**config.mk**
```make
export PLATFORM = sky130hd
export DESIGN_NAME = msg_add_stage
export DESIGN_NICKNAME = d
export VERILOG_FILES = /design/src/rtl/msg_add_stage.sv
export SDC_FILE = /design/constraint.sdc
export NUM_CORES = 1
export LEC_CHECK = 0
export CORE_AREA = 2 2 135 137
export DETAILED_ROUTE_END_ITERATION = 8
export DIE_AREA = 0 0 137 139
export PLACE_DENSITY = 0.8
export SLEW_MARGIN = 20
export SYNTH_ARGS = -nofsm -noshare
export SYNTH_HDL_FRONTEND = slang
export SYNTH_SLANG_ARGS = --single-unit
export TNS_END_PERCENT = 20
```
**constraint.sdc**
```tcl
create_clock -name clk -period 13.2 [get_ports clk]
set_input_delay 3.3 -clock clk [delete_from_list [all_inputs] [get_ports clk]]
set_output_delay 3.3 -clock clk [all_outputs]
set_load 0.02 [all_outputs]
```
**src/rtl/msg_add_stage.sv**
```systemverilog
module msg_add_stage #(
  parameter int N         = 256,
  parameter int W         = 12,
  parameter int Q         = 3329,
  parameter int P_SLOTS   = 4,
  parameter int S_SLOTS   = 4,
  parameter int ERR_SLOT  = 0,
  parameter int PSUM_SLOT = 1,
  parameter int DST_SLOT  = 1
) (
  input  logic                         clk,
  input  logic                         rst_n,
  input  logic                         start,
  input  logic [N-1:0]                 msg,
  output logic [$clog2(P_SLOTS*N)-1:0] p_rd_addr,
  input  logic [W-1:0]                 p_rd_data,
  output logic                         p_wr_en,
  output logic [$clog2(P_SLOTS*N)-1:0] p_wr_addr,
  output logic [W-1:0]                 p_wr_data,
  output logic [$clog2(S_SLOTS*N)-1:0] s_rd_addr,
  input  logic [W-1:0]                 s_rd_data,
  output logic                         s_wr_en,
  output logic [$clog2(S_SLOTS*N)-1:0] s_wr_addr,
  output logic [W-1:0]                 s_wr_data,
  output logic                         done
);
  localparam int IW  = $clog2(N);
  localparam int PAW = $clog2(P_SLOTS*N);
  localparam int SAW = $clog2(S_SLOTS*N);
  localparam int SW  = W + 2;
  localparam int MU  = (Q + 1) / 2;
  localparam logic [IW-1:0]  LAST      = IW'(N - 1);
  localparam logic [PAW-1:0] ERR_BASE  = PAW'(ERR_SLOT * N);
  localparam logic [PAW-1:0] PSUM_BASE = PAW'(PSUM_SLOT * N);
  localparam logic [SAW-1:0] DST_BASE  = SAW'(DST_SLOT * N);

  typedef enum logic [1:0] {IDLE, MOVE, ADD} phase_t;

  phase_t        st;
  logic [IW-1:0] idx, idx_q;
  logic          mv_v, ad_v, done_q;
  logic [SW-1:0] sum3, red1, red2;

  always_ff @(posedge clk or negedge rst_n) begin
    if (!rst_n) begin
      st     <= IDLE;
      idx    <= '0;
      idx_q  <= '0;
      mv_v   <= 1'b0;
      ad_v   <= 1'b0;
      done_q <= 1'b0;
    end else begin
      mv_v   <= (st == MOVE);
      ad_v   <= (st == ADD);
      idx_q  <= idx;
      done_q <= ad_v && (idx_q == LAST);
      unique case (st)
        IDLE: if (start && !ad_v) begin
          st  <= MOVE;
          idx <= '0;
        end
        MOVE: begin
          idx <= (idx == LAST) ? '0 : idx + 1'b1;
          if (idx == LAST) st <= ADD;
        end
        ADD: begin
          idx <= (idx == LAST) ? '0 : idx + 1'b1;
          if (idx == LAST) st <= IDLE;
        end
        default: st <= IDLE;
      endcase
    end
  end

  assign p_rd_addr = ((st == ADD) ? PSUM_BASE : ERR_BASE) | PAW'(idx);
  assign s_rd_addr = DST_BASE | SAW'(idx);

  assign s_wr_en   = mv_v;
  assign s_wr_addr = DST_BASE | SAW'(idx_q);
  assign s_wr_data = p_rd_data;

  assign sum3 = SW'(p_rd_data) + SW'(s_rd_data) + (msg[idx_q] ? SW'(MU) : SW'(0));
  assign red1 = (sum3 >= SW'(Q)) ? sum3 - SW'(Q) : sum3;
  assign red2 = (red1 >= SW'(Q)) ? red1 - SW'(Q) : red1;

  assign p_wr_en   = ad_v;
  assign p_wr_addr = PSUM_BASE | PAW'(idx_q);
  assign p_wr_data = red2[W-1:0];
  assign done      = done_q;


  idle_after_reset_chk: assert property (@(posedge clk) disable iff (!rst_n)
    $rose(rst_n) |-> !done && !p_wr_en && !s_wr_en);


  move_align_chk: assert property (@(posedge clk) disable iff (!rst_n)
    s_wr_en |-> (s_wr_addr[IW-1:0] == $past(p_rd_addr[IW-1:0]))
             && ($past(p_rd_addr[PAW-1:IW]) == (PAW-IW)'(ERR_SLOT))
             && (s_wr_addr[SAW-1:IW] == (SAW-IW)'(DST_SLOT)));


  add_operands_chk: assert property (@(posedge clk) disable iff (!rst_n)
    p_wr_en |-> ($past(p_rd_addr) == p_wr_addr)
             && ($past(s_rd_addr[IW-1:0]) == p_wr_addr[IW-1:0])
             && ($past(s_rd_addr[SAW-1:IW]) == (SAW-IW)'(DST_SLOT)));


  no_overlap_chk: assert property (@(posedge clk) disable iff (!rst_n)
    p_wr_en |-> !s_wr_en);


  reduced_range_chk: assert property (@(posedge clk) disable iff (!rst_n)
    p_wr_en |-> (p_wr_data < W'(Q)));


  done_after_wb_chk: assert property (@(posedge clk) disable iff (!rst_n)
    done |-> $past(p_wr_en) && !p_wr_en && !s_wr_en);


  done_single_chk: assert property (@(posedge clk) disable iff (!rst_n)
    done |=> !done);
endmodule

```
=== After elaboration in Yosys (flattened, before gate mapping) ===
Index checks and enable logic that the tools add are counted.

* Muxes and demuxes: 13
* Bitwise operators: 1
* $add $sub $neg: 5
* Order comparisons: 3
* Reductions and logical operators: 8
* Equality and inequality tests: 7

{| class="wikitable"
|+ Operators with widths
! cell !! count
|-
| $ge A14 B12 Y1 const B || 2
|-
| $eq A8 B8 Y1 const B || 2
|-
| $mux W8 || 2
|-
| $pmux W8 S2 || 1
|-
| $add A13 B11 Y14 || 1
|-
| $mux W14 || 1
|-
| $sub A14 B12 Y14 const B || 1
|-
| $add A12 B12 Y13 || 1
|-
| $mux W12 || 1
|-
| $sub A12 B12 Y12 const B || 1
|-
| $mux W11 || 1
|-
| $lt A8 B9 Y1 const B || 1
|-
| $mux W9 || 1
|-
| $or A9 B8 Y9 || 1
|-
| $add A8 B1 Y8 const B || 1
|-
| $bmux W1 S8 || 1
|-
| $mux W2 || 3
|-
| $pmux W2 S3 || 1
|-
| $ne A2 B2 Y1 const B || 2
|-
| $reduce_and A3 Y1 || 1
|-
| $eq A2 B1 Y1 const B || 1
|-
| $eq A2 B2 Y1 const B || 1
|-
| $logic_and A1 B1 Y1 || 2
|-
| $logic_not A2 Y1 || 1
|-
| other kinds (6) || 6
|}

* Register bits: 21
* Logic and storage cells: 43

=== Longest topological paths before layout ===
* Depth after elaboration: 8
* Depth in mapped cells: 34
* Gate-level depth less buffers: 29

=== Worst setup path before layout ===
OpenSTA, ideal clock, no wires.

* Path kind: in2out
* Start point: in msg[239]
* End point: out p_wr_data[4]
* Arrival time: 9.065 ns
* Stages on the path: 26
* Slack: 0.835 ns
* Data required time: 9.900 ns
* Cells stage by stage: mux4_2 mux4_2 mux2_2 o221ai_1 nand2_1 o21ai_0 mux2_2 inv_1 fa_1 ha_1 a21o_1 o2bb2ai_1 or3b_1 a211o_1 nand2_1 clkbuf_1 a31oi_2 nor2_1 a21oi_1 ha_1 o2111a_1 o22ai_1 nor3_4 buf_4 o31ai_1 xor2_1

* Longest elaborated chain between the ends: 8
* Elaborated cells on any way between the ends: 10

{| class="wikitable"
|+ Ends and longest elaborated chain
! element !! RTL line !! RTL
|-
| start: declaration || 14 || <nowiki>input logic [N-1:0] msg,</nowiki>
|-
| $bmux W1 S8 * || 82 || <nowiki>assign sum3 = SW'(p_rd_data) + SW'(s_rd_data) + (msg[idx_q] ? SW'(MU) : SW'(0));</nowiki>
|-
| $mux W1 (implied by the code) * || 82 ||
|-
| $mux W11 * || 82 ||
|-
| $add A13 B11 Y14 * || 82 ||
|-
| $sub A14 B12 Y14 or $ge A14 B12 Y1 (tied branches) || 83 || <nowiki>assign red1 = (sum3 >= SW'(Q)) ? sum3 - SW'(Q) : sum3;</nowiki>
|-
| $mux W14 * || 83 ||
|-
| $sub A12 B12 Y12 or $ge A14 B12 Y1 (tied branches) || 84 || <nowiki>assign red2 = (red1 >= SW'(Q)) ? red1 - SW'(Q) : red1;</nowiki>
|-
| $mux W12 * || 84 ||
|-
| end: declaration || 19 || <nowiki>output logic [W-1:0] p_wr_data,</nowiki>
|}

Mark *: on every way between the ends. The rest lies on a longest branch, timed or not. The select of a mux whose other input is x is not followed.

=== Worst setup path in the final report ===
* Start point: in msg[129]
* End point: out p_wr_data[3]

Same word-level chain as after synthesis.

==> metrics.txt <==
top-area cell type share of the netlist area 0.266; initial antenna violation count 1; Worst EP required 9.90 ns; most frequent cells after synthesis mux4_2, o21ai_0, mux2i_1; placement row count 49; Final Hold Vio Count 0; io pins 350; Final min period 12.98 ns; Clock Tree Buf Depth 2; fraction of layout cells with a size suffix above 1 0.236; Gate Count Post-Synth 536; starting density of the core 0.287; Critical Path End Type primary output; GRT Total Usage 0.230; most common cell in the synthesized netlist mux4_2; fin cells 1142; Post-synth EDFFs 0; input/output buffers 342; DRC viols 0; fraction of registers with async set/reset 1.00; final WL 23000 um; design area 9360 sq um; TritonCTS buffer count 3; final hold slack 0.507 ns; ANT nets after route 0; Worst EP arrival 9.68 ns; status completed; PwrDens 354 nW/um^2; die height 139 um; fill count 1559; first-pass GRT wire length 33700 um; slowest CP cell or4b_4; die area 19000 sq um; Slew Viols, Final 0; critical path type input port to primary output; syn avg cell area 9.47 sq um; biggest cell delay along the critical path 0.53 ns; Hold-fix buffers, CTS 0; setup_tns 0 ns; Synth Cell Area 5070 sq um; routability-driven placement congestion ratio 0.866; nets@finish 1228; CTS tree done; R2R setup slack 11.04 ns; Synth Warn # 0; crit-path most repeated cell buf_4; CP max FO 6; CTS root buffer clkbuf_16; top post-synthesis cells by area mux4_2, dfrtp_1, mux2i_1; sequential area share after synthesis 0.104; die width 137 um; area of the multi-input gates 4300 sq um; 1st-iter DRT viols 399; HP Class register to register; WL/cell 20.2 um; Final Cycle Share 0.984; Storage cell area 531 sq um; Worst VDD drop 627 uV; top_reg_cell synth dfrtp_1; Slew @ Worst Pin 1.02 ns; max-cap check violation count 0; post-DP HPWL 19300 um; Clock Latency Late Sink 0.25 ns; residual overflow from global routing 0; Final setup viols 0; Vias 6020; Worst Setup Start Kind input port; cell area after placement 8970 sq um; Area Growth Syn to Fin 84.5%; DRT Pass-1 Iters 4; vias in the first global route 6159; Leak Pwr 3.62 nW; #FFs+latches synth 21; vias per cell 5.27; largest net degree at the start of global routing 56; total core area 17700 sq um; placed cells 1119; total power 3.32 mW; leading area contributor after synthesis mux4_2; CTS clk-pin slew, worst paths 0.06 ns; H-Tree Depth 1; Worst slew margin 0.322; # clock sinks 21; post-synth cell types 69; f_max 77.0 MHz; Final Skew 0.00558 ns
[registers in the layout, indices dropped and copies added (netlist names)]
name     cells
st           2
s_wr_en      1
done         1
idx          8
p_wr_en      1
idx_q        8
[placed cells by master, fill, tap and decap left out, drive strengths merged, types with 24 or more instances in the layout]
cell type,Yosys,routed
nand2,32,32
ha,27,27
buf,47,92
nor2,24,24
clkdlybuf4s50,0,328
a21oi,32,32
mux2i,37,37
inv,24,24
o21ai,42,42
mux4,60,60
[power by group]
group	switching, mW	total, mW	internal, mW	leakage (nW)
Clock	0.0225	0.0631	0.0406	0.0409
Combinational	1.58	3.07	1.49	3.30
Sequential	0.0990	0.181	0.0819	0.278
Total	1.70	3.32	1.61	3.62
[cell families after synthesis]
logic type                 after synthesis  synth area share
AOI/OAI and AO/OA                      147             0.202
xor gates and xnor gates                22            0.0380
adders and majority gates               32            0.0863
buffers and inverters                   89            0.0937
DFF                                     21             0.104
muxes                                  101             0.348
other                                    2           0.00148
and+or+nand+nor                        122             0.127
[worst paths after layout]
path / from / endpoint / depth (start not counted)
max in group asynchronous: rst_n / idx_q[0] / 1
min reg2reg: idx[7] / idx_q[7] / 0
min: idx[7] / idx_q[7] / 0
min in group asynchronous: rst_n / p_wr_en / 1
max: msg[129] / p_wr_data[3] / 31
max reg2reg: idx_q[2] / done / 2
[timing repair]
item                       CTS  global route
setup buffers                0            16
gates cloned                 1             1
gates resized for setup     19            65
setup endpoints to repair   12            12
pin swaps                    2            25
[routing by layer]
| layer | global-route usage | wire length (um) | vias up | share of wire |
|---|---|---|---|---|
| li1 | - | - | 2831 | - |
| met1 | 0.281 | 9020 | 2882 | 0.39 |
| met2 | 0.405 | 11700 | 271 | 0.51 |
| met3 | 0.0479 | 1750 | 36 | 0.076 |
| met4 | 0.0602 | 569 | 0 | 0.025 |
| met5 | 0 | 0 | - | 0 |
[worst max-delay path: cells and delay by family]
kind                       cells  cell delay [ns]
and+or+nand+nor                5             1.21
buffers and inverters         10             1.60
xor gates and xnor gates       1             0.16
muxes                          3             0.76
AOI/OAI and AO/OA              9             1.93
adders and majority gates      3             0.69
[layout make-up]
class | count | area share
antenna | 1 | 0.000267
timing repair buffer | 431 | 0.435
inverter | 24 | 0.00989
sequential | 21 | 0.0567
clock inverter | 1 | 0.000535
multi-input combinational | 432 | 0.459
clock buffer | 3 | 0.00802
tap | 229 | 0.0306
[metrics by stage]
stage           util  worst slack, ns
2_1_floorplan      -            0.835
3_3_place_gp   0.508           -0.165
3_5_place_dp   0.508           -0.317
4_1_cts        0.514         -0.00147
5_1_grt        0.530          -0.0728
6_report       0.530            0.217
Power figures use the tool's default switching activity.
